## src/rtl/i2cm_pkg.sv

```systemverilog
`timescale 1ns/1ps
package i2cm_pkg;

   localparam int BYTE_W   = 8;
   localparam int FRAME_W  = 4;   // holds bit counts 0..9
   localparam int ACK_SLOT = 9;

   typedef enum logic [2:0] {
      ST_IDLE,
      ST_DEV,
      ST_PTR_HI,
      ST_PTR_LO,
      ST_WRITE,
      ST_READ
   } i2cm_state_e;

endpackage

```

## src/rtl/i2cm_line_sync.sv

```systemverilog
`timescale 1ns/1ps
module i2cm_line_sync #(
   parameter int STAGES = 2
) (
   input  logic clk,
   input  logic rst_n,
   input  logic scl_i,
   input  logic sda_i,
   output logic scl_s,
   output logic sda_s,
   output logic scl_rise,
   output logic scl_fall,
   output logic start_det,
   output logic stop_det
);

   logic [STAGES-1:0] scl_pipe;
   logic [STAGES-1:0] sda_pipe;
   logic              scl_q;
   logic              sda_q;

   // idle bus is high, so the pipes reset to ones
   always_ff @(posedge clk) begin
      if (!rst_n) begin
         scl_pipe <= '1;
         sda_pipe <= '1;
         scl_q    <= 1'b1;
         sda_q    <= 1'b1;
      end else begin
         scl_pipe <= {scl_pipe[STAGES-2:0], scl_i};
         sda_pipe <= {sda_pipe[STAGES-2:0], sda_i};
         scl_q    <= scl_pipe[STAGES-1];
         sda_q    <= sda_pipe[STAGES-1];
      end
   end

   assign scl_s     = scl_pipe[STAGES-1];
   assign sda_s     = sda_pipe[STAGES-1];
   assign scl_rise  = scl_s & ~scl_q;
   assign scl_fall  = ~scl_s & scl_q;
   assign start_det = scl_s & scl_q & sda_q & ~sda_s;
   assign stop_det  = scl_s & scl_q & ~sda_q & sda_s;

endmodule

```

## src/rtl/i2cm_wp_guard.sv

```systemverilog
`timescale 1ns/1ps
module i2cm_wp_guard #(
   parameter int ADDR_W    = 6,
   parameter bit WP_ENABLE = 1'b1
) (
   input  logic [ADDR_W-1:0] addr,
   input  logic [ADDR_W-1:0] lo,
   input  logic [ADDR_W-1:0] hi,
   output logic              hit
);

   if (WP_ENABLE) begin : g_guard
      assign hit = (addr >= lo) && (addr <= hi);
   end else begin : g_open
      logic unused_wp;
      assign unused_wp = ^{addr, lo, hi};
      assign hit       = 1'b0;
   end

endmodule

```

## src/rtl/i2cm_store.sv

```systemverilog
`timescale 1ns/1ps
module i2cm_store #(
   parameter int ADDR_W = 6,
   parameter int DATA_W = 8
) (
   input  logic              clk,
   input  logic              rst_n,
   input  logic              we,
   input  logic [ADDR_W-1:0] waddr,
   input  logic [DATA_W-1:0] wdata,
   input  logic [ADDR_W-1:0] raddr,
   output logic [DATA_W-1:0] rdata
);

   localparam int DEPTH = 1 << ADDR_W;

   logic [DATA_W-1:0] cells [DEPTH];

   always_ff @(posedge clk) begin
      if (!rst_n) begin
         for (int i = 0; i < DEPTH; i++) cells[i] <= '0;
      end else if (we) begin
         cells[waddr] <= wdata;
      end
   end

   assign rdata = cells[raddr];

endmodule

```

## src/rtl/i2cm_engine.sv

```systemverilog
`timescale 1ns/1ps
module i2cm_engine
   import i2cm_pkg::*;
#(
   parameter logic [6:0] DEV_ADDR = 7'h52,
   parameter int         ADDR_W   = 6
) (
   input  logic                clk,
   input  logic                rst_n,
   input  logic                scl_rise,
   input  logic                scl_fall,
   input  logic                sda_s,
   input  logic                start_det,
   input  logic                stop_det,
   input  logic                wp_hit,
   input  logic [BYTE_W-1:0]   rd_data,
   output logic                wr_en,
   output logic [BYTE_W-1:0]   wr_data,
   output logic [ADDR_W-1:0]   ptr,
   output logic                sda_oe
);

   i2cm_state_e         state;
   i2cm_state_e         pend;
   i2cm_state_e         nxt_st;
   logic [FRAME_W-1:0]  bit_cnt;
   logic [BYTE_W-1:0]   shreg;
   logic [BYTE_W-1:0]   tx;
   logic [BYTE_W-1:0]   hi_q;
   logic                mnack;
   logic                ack_ok;
   logic                byte_end;
   logic                frame_end;
   logic [ADDR_W-1:0]   new_ptr;
   logic                unused_hi;

   assign unused_hi = ^hi_q;

   // pointer assembly depends on how many bits the high byte contributes
   if (ADDR_W > BYTE_W) begin : g_ptr_wide
      assign new_ptr = {hi_q[ADDR_W-BYTE_W-1:0], shreg};
   end else begin : g_ptr_narrow
      assign new_ptr = shreg[ADDR_W-1:0];
   end

   assign byte_end  = scl_fall && (bit_cnt == FRAME_W'(BYTE_W));
   assign frame_end = scl_fall && (bit_cnt == FRAME_W'(ACK_SLOT));

   // acknowledge decision and follow-on state at the end of a received byte
   always_comb begin
      ack_ok = 1'b0;
      nxt_st = ST_IDLE;
      unique case (state)
         ST_DEV: begin
            ack_ok = (shreg[BYTE_W-1:1] == DEV_ADDR);
            if (ack_ok) nxt_st = shreg[0] ? ST_READ : ST_PTR_HI;
         end
         ST_PTR_HI: begin
            ack_ok = 1'b1;
            nxt_st = ST_PTR_LO;
         end
         ST_PTR_LO: begin
            ack_ok = 1'b1;
            nxt_st = ST_WRITE;
         end
         ST_WRITE: begin
            ack_ok = !wp_hit;
            nxt_st = wp_hit ? ST_IDLE : ST_WRITE;
         end
         default: begin
            ack_ok = 1'b0;
            nxt_st = ST_IDLE;
         end
      endcase
   end

   assign wr_en   = (state == ST_WRITE) && byte_end && !wp_hit && !start_det && !stop_det;
   assign wr_data = shreg;

   always_ff @(posedge clk) begin
      if (!rst_n) begin
         state   <= ST_IDLE;
         pend    <= ST_IDLE;
         bit_cnt <= '0;
         shreg   <= '0;
         tx      <= '0;
         hi_q    <= '0;
         mnack   <= 1'b0;
         ptr     <= '0;
         sda_oe  <= 1'b0;
      end else if (start_det) begin
         state   <= ST_DEV;
         bit_cnt <= '0;
         sda_oe  <= 1'b0;
      end else if (stop_det) begin
         state   <= ST_IDLE;
         bit_cnt <= '0;
         sda_oe  <= 1'b0;
      end else if (state != ST_IDLE) begin
         if (scl_rise) begin
            if (bit_cnt < FRAME_W'(BYTE_W)) shreg <= {shreg[BYTE_W-2:0], sda_s};
            if (state == ST_READ && bit_cnt == FRAME_W'(BYTE_W)) mnack <= sda_s;
            if (bit_cnt < FRAME_W'(ACK_SLOT)) bit_cnt <= bit_cnt + 1'b1;
         end else if (state == ST_READ && scl_fall) begin
            if (bit_cnt >= 1 && bit_cnt < FRAME_W'(BYTE_W)) begin
               tx     <= {tx[BYTE_W-2:0], 1'b0};
               sda_oe <= ~tx[BYTE_W-2];
            end else if (byte_end) begin
               sda_oe <= 1'b0;
            end else if (frame_end) begin
               bit_cnt <= '0;
               if (mnack) begin
                  state  <= ST_IDLE;
                  sda_oe <= 1'b0;
               end else begin
                  tx     <= rd_data;
                  sda_oe <= ~rd_data[BYTE_W-1];
                  ptr    <= ptr + 1'b1;
               end
            end
         end else if (byte_end) begin
            sda_oe <= ack_ok;
            pend   <= nxt_st;
            if (state == ST_PTR_HI) hi_q <= shreg;
            if (state == ST_PTR_LO) ptr  <= new_ptr;
            if (wr_en)              ptr  <= ptr + 1'b1;
         end else if (frame_end) begin
            bit_cnt <= '0;
            state   <= pend;
            if (pend == ST_READ) begin
               tx     <= rd_data;
               sda_oe <= ~rd_data[BYTE_W-1];
               ptr    <= ptr + 1'b1;
            end else begin
               sda_oe <= 1'b0;
            end
         end
      end
   end

endmodule

```

## src/rtl/i2c_mem_slave.sv

```systemverilog
`timescale 1ns/1ps
module i2c_mem_slave
   import i2cm_pkg::*;
#(
   parameter logic [6:0] DEV_ADDR    = 7'h52,
   parameter int         ADDR_W      = 6,
   parameter int         SYNC_STAGES = 2,
   parameter bit         WP_ENABLE   = 1'b1
) (
   input  logic              clk,
   input  logic              rst_n,
   input  logic              scl_i,
   input  logic              sda_i,
   output logic              sda_oe,
   input  logic [ADDR_W-1:0] wp_lo,
   input  logic [ADDR_W-1:0] wp_hi
);

   if (ADDR_W < 1 || ADDR_W > 2 * BYTE_W) begin : g_bad_addr_w
      $error("ADDR_W must lie in 1..16");
   end
   if (SYNC_STAGES < 2) begin : g_bad_sync
      $error("SYNC_STAGES must be at least 2");
   end

   logic              scl_s;
   logic              sda_s;
   logic              scl_rise;
   logic              scl_fall;
   logic              start_det;
   logic              stop_det;
   logic              wp_hit;
   logic              wr_en;
   logic [BYTE_W-1:0] wr_data;
   logic [BYTE_W-1:0] rd_data;
   logic [ADDR_W-1:0] ptr;
   logic [ADDR_W-1:0] wr_addr;
   logic              unused_scl;

   assign unused_scl = scl_s;
   assign wr_addr    = ptr;

   i2cm_line_sync #(.STAGES(SYNC_STAGES)) u_sync (
      .clk       (clk),
      .rst_n     (rst_n),
      .scl_i     (scl_i),
      .sda_i     (sda_i),
      .scl_s     (scl_s),
      .sda_s     (sda_s),
      .scl_rise  (scl_rise),
      .scl_fall  (scl_fall),
      .start_det (start_det),
      .stop_det  (stop_det)
   );

   i2cm_wp_guard #(.ADDR_W(ADDR_W), .WP_ENABLE(WP_ENABLE)) u_guard (
      .addr (ptr),
      .lo   (wp_lo),
      .hi   (wp_hi),
      .hit  (wp_hit)
   );

   i2cm_store #(.ADDR_W(ADDR_W), .DATA_W(BYTE_W)) u_store (
      .clk   (clk),
      .rst_n (rst_n),
      .we    (wr_en),
      .waddr (wr_addr),
      .wdata (wr_data),
      .raddr (ptr),
      .rdata (rd_data)
   );

   i2cm_engine #(.DEV_ADDR(DEV_ADDR), .ADDR_W(ADDR_W)) u_engine (
      .clk       (clk),
      .rst_n     (rst_n),
      .scl_rise  (scl_rise),
      .scl_fall  (scl_fall),
      .sda_s     (sda_s),
      .start_det (start_det),
      .stop_det  (stop_det),
      .wp_hit    (wp_hit),
      .rd_data   (rd_data),
      .wr_en     (wr_en),
      .wr_data   (wr_data),
      .ptr       (ptr),
      .sda_oe    (sda_oe)
   );

endmodule

```

## config.mk

```make
export PLATFORM = sky130hd
export DESIGN_NAME = i2c_mem_slave
export DESIGN_NICKNAME = d
export VERILOG_FILES = /design/src/rtl/i2cm_pkg.sv /design/src/rtl/i2cm_line_sync.sv /design/src/rtl/i2cm_wp_guard.sv /design/src/rtl/i2cm_store.sv /design/src/rtl/i2cm_engine.sv /design/src/rtl/i2c_mem_slave.sv
export SDC_FILE = /design/constraint.sdc
export NUM_CORES = 1
export LEC_CHECK = 0
export ABC_AREA = 1
export CAP_MARGIN = 20
export CELL_PAD_IN_SITES_DETAIL_PLACEMENT = 1
export CELL_PAD_IN_SITES_GLOBAL_PLACEMENT = 2
export CORE_ASPECT_RATIO = 1.1
export CORE_MARGIN = 1.5
export CORE_UTILIZATION = 37
export CTS_CLUSTER_SIZE = 14
export DETAILED_ROUTE_END_ITERATION = 8
export HOLD_SLACK_MARGIN = 0.12
export PLACE_DENSITY_LB_ADDON = 0.1
export SLEW_MARGIN = 0
export SYNTH_ARGS = -nofsm -noshare
export SYNTH_HDL_FRONTEND = slang
export SYNTH_SLANG_ARGS = --single-unit
```

## constraint.sdc

```tcl
create_clock -name clk -period 2.75 [get_ports clk]
set_input_delay 0.55 -clock clk [delete_from_list [all_inputs] [get_ports clk]]
set_output_delay 0.55 -clock clk [all_outputs]
set_load 0.01 [all_outputs]
```

==> results.cfg, run 1 <==
[cells_and_area]
area_growth_pct = 18.5
layout_commonest_cell = nand2_1
fin_area_sq_mm = 0.0308
final_cell_mix = nand2_1, nor2_1, edfxtp_1, nand3_1, buf_4
nets = 2919
drive_gt1_share_pct = 14.6
fillCellCount = 7857
num_antenna_cells = 0

[route]
totalWireLength_mm = 87.0
drt_pass1_iterations = 5
drt_iter0_drc = 1172
wl_per_cell_um = 22.5
vias = 20000
drc_errors = 0
viasPerCell = 5.19
final_antenna_net_count = 0

[timing]
finalCriticalPeriod_ps = 2620
finalMaxSlewViolations = 0
period_share_pct = 95.4
fmax_ghz = 0.381
setup_violations = 0
skew_ps = 22.4
tightest_slew_ps = 889
grt_setup_unrepaired = no
setup_slack_ps = 127
finalHoldViolations = 0
relSlewSlack_pct = 40.7

[critical_path]
r2r-start = u_engine.ptr[4]
crit_arrival_ps = 2960
crit_type = primary input to flip-flop
reg2reg_depth = 16
cp_max_fo = 8
setup.worst_path.start = wp_hi[3]
cp-end-kind = flip-flop
startpoint_type = primary input
worstPathRequired_ps = 3080

[clock_network]
htree_levels = 2
clk_pin_slew_ps = 60
holdBufCountCts = 0
cts_buffers = 60
cts_tree = built
clk_path_buf_depth = 3
insertion_delay_ps = 630
clock_sinks = 557
cts_root_buf = clkbuf_16

[synth]
netlist_area_sq_mm = 0.0260
synth_cell_types = 34
syn_nets = 2829
synth_seq_cells = 557
syn_inst = 2796
ys_warn_count = 0
synth.avg_cell_area_sq_um = 9.30
ys_seq_area_share_pct = 62.6

[global_routing]
antenna_found_initial = 0
grt_start_max_net_pins = 96
grt_overflow = 0
grt_first_pass_wirelength_mm = 131
grt_usage_pct = 24.5
grt_pass1_vias = 21200

[min_path]
hp-class = flip-flop to flip-flop
whs_path_depth = 1
hp-start = u_sync.scl_pipe[0]

[place]
dp_hpwl_mm = 56.5
place_congestion = 0.827
io_buffers = 16
place_area_sq_mm = 0.0287
place_ws_ps = -653

[run_status]
status = finished, final reports clean

[pwr]
finalPower_w = 0.0184
p_leak_nw = 11.1
vdd_drop_max_v = 0.000475
p_per_area_mw_per_mm2 = 598

[job]
drv_cap = 0

[die]
die_x_um = 256
start_util_pct = 37.6
die_h_um = 281
io_pins = 17
num_rows = 101
die_area_sq_mm = 0.0719
coreArea_sq_mm = 0.0693
## Yosys cell counts
library cell	instances	area, sq um
and3_1	2	12.5
nor2_2	5	31.3
a31oi_1	1	6.26
nor4_2	1	12.5
nor3_2	6	60.1
inv_2	10	37.5
nor3b_1	1	7.51
o21ai_0	23	115
xnor2_1	1	8.76
clkbuf_1	152	571
dfxtp_1	45	901
buf_2	13	65.1
nand2_2	17	106
nand3_2	18	180
a21oi_1	47	235
or2_2	4	25.0
ha_1	17	213
nand3_1	458	2290
buf_1	19	71.3
nor2_1	553	2080
buf_6	1	11.3
nand3_4	11	193
nand4_1	6	37.5
nor2_4	4	45.0
nor4_1	2	12.5
a211oi_1	3	22.5
xor2_1	3	26.3
nand2_1	794	2980
o21a_1	1	7.51
nor3_1	8	40.0
buf_4	1	7.51
o211ai_1	3	22.5
inv_1	54	203
edfxtp_1	512	15400
## what timing repair did
item                                    in CTS  in global routing
buffers inserted                             0                  1
endpoints found under the setup margin       0                515
gates resized for setup                      0                 49
## worst max-delay path: stages
cell and delay [ps]:
clkdlybuf4s50_1 450, inv_1 40, ha_1 280, nand2_1 70
nor2_1 110, o21ai_0 90, o211ai_1 80, nand2_1 90
nand2_2 70, nand2_2 80, nor2_4 140, inv_2 80
nor2_4 170, buf_12 140, buf_12 150, nand3_4 90
nand2_2 100, buf_12 140
## where the power goes
group          internal (W)  switching (W)
Clock               0.00472        0.00337
Sequential          0.00958       0.000120
Combinational      0.000237       0.000426
## registers in the layout (all words and copies together), names as in the netlist, 2 cells and up, named ones only
register,cells
u_engine.wr_data,8
u_engine.ptr,6
u_sync.scl_pipe,2
u_store.cells,512
u_sync.sda_pipe,2
u_engine.bit_cnt,4
u_engine.pend,3
u_engine.state,3
u_engine.tx,7
## cell families after synthesis
| family | synth area share, % |
|---|---|
| AOI/OAI and AO/OA | 1.57 |
| buffers and inverters | 3.71 |
| DFF | 62.6 |
| adders and majority gates | 0.818 |
| xor gates and xnor gates | 0.135 |
| and+or+nand+nor | 31.2 |
## final timing paths
kind / endpoint / slack (ps)
worst min-delay path: u_sync.scl_pipe[1] / 420
worst max register to register: u_store.cells[5][6] / 140
worst min register to register: u_sync.scl_pipe[1] / 420
worst max-delay path: u_store.cells[5][6] / 130
## area by class of cell
type | instances | area [sq um] | share of cell area (%)
inverter | 64 | 253 | 0.820
multi-input combinational | 1989 | 8910 | 28.9
timing repair buffer | 214 | 2270 | 7.35
tap | 927 | 1160 | 3.76
clock buffer | 66 | 1570 | 5.08
clock inverter | 46 | 397 | 1.29
sequential | 557 | 16300 | 52.8
## per-stage QoR
step	std cells	TNS (ps)	hold WS (ps)	utilization [%]
2_1_floorplan	2796	0	393	-
3_3_place_gp	3749	-426480	409	41.4
3_5_place_dp	3749	-485140	406	41.4
4_1_cts	3861	0	422	44.2
5_1_grt	3863	0	433	44.5
6_report	3863	0	417	44.5
## layer usage
metal | global-route usage (%) | wire [um]
met1 | 31.1 | 37500
met2 | 43.3 | 43400
met4 | 8.12 | 2660
met3 | 3.02 | 3460
met5 | 0 | 0
(Power assumes the default switching activity.)
==> inputs of run 2 (changes only) <==
- CAP_MARGIN: 20 -> 25
==> results of run 2 <==
The final DEF is identical to that of run 1; final timing and power are the same.
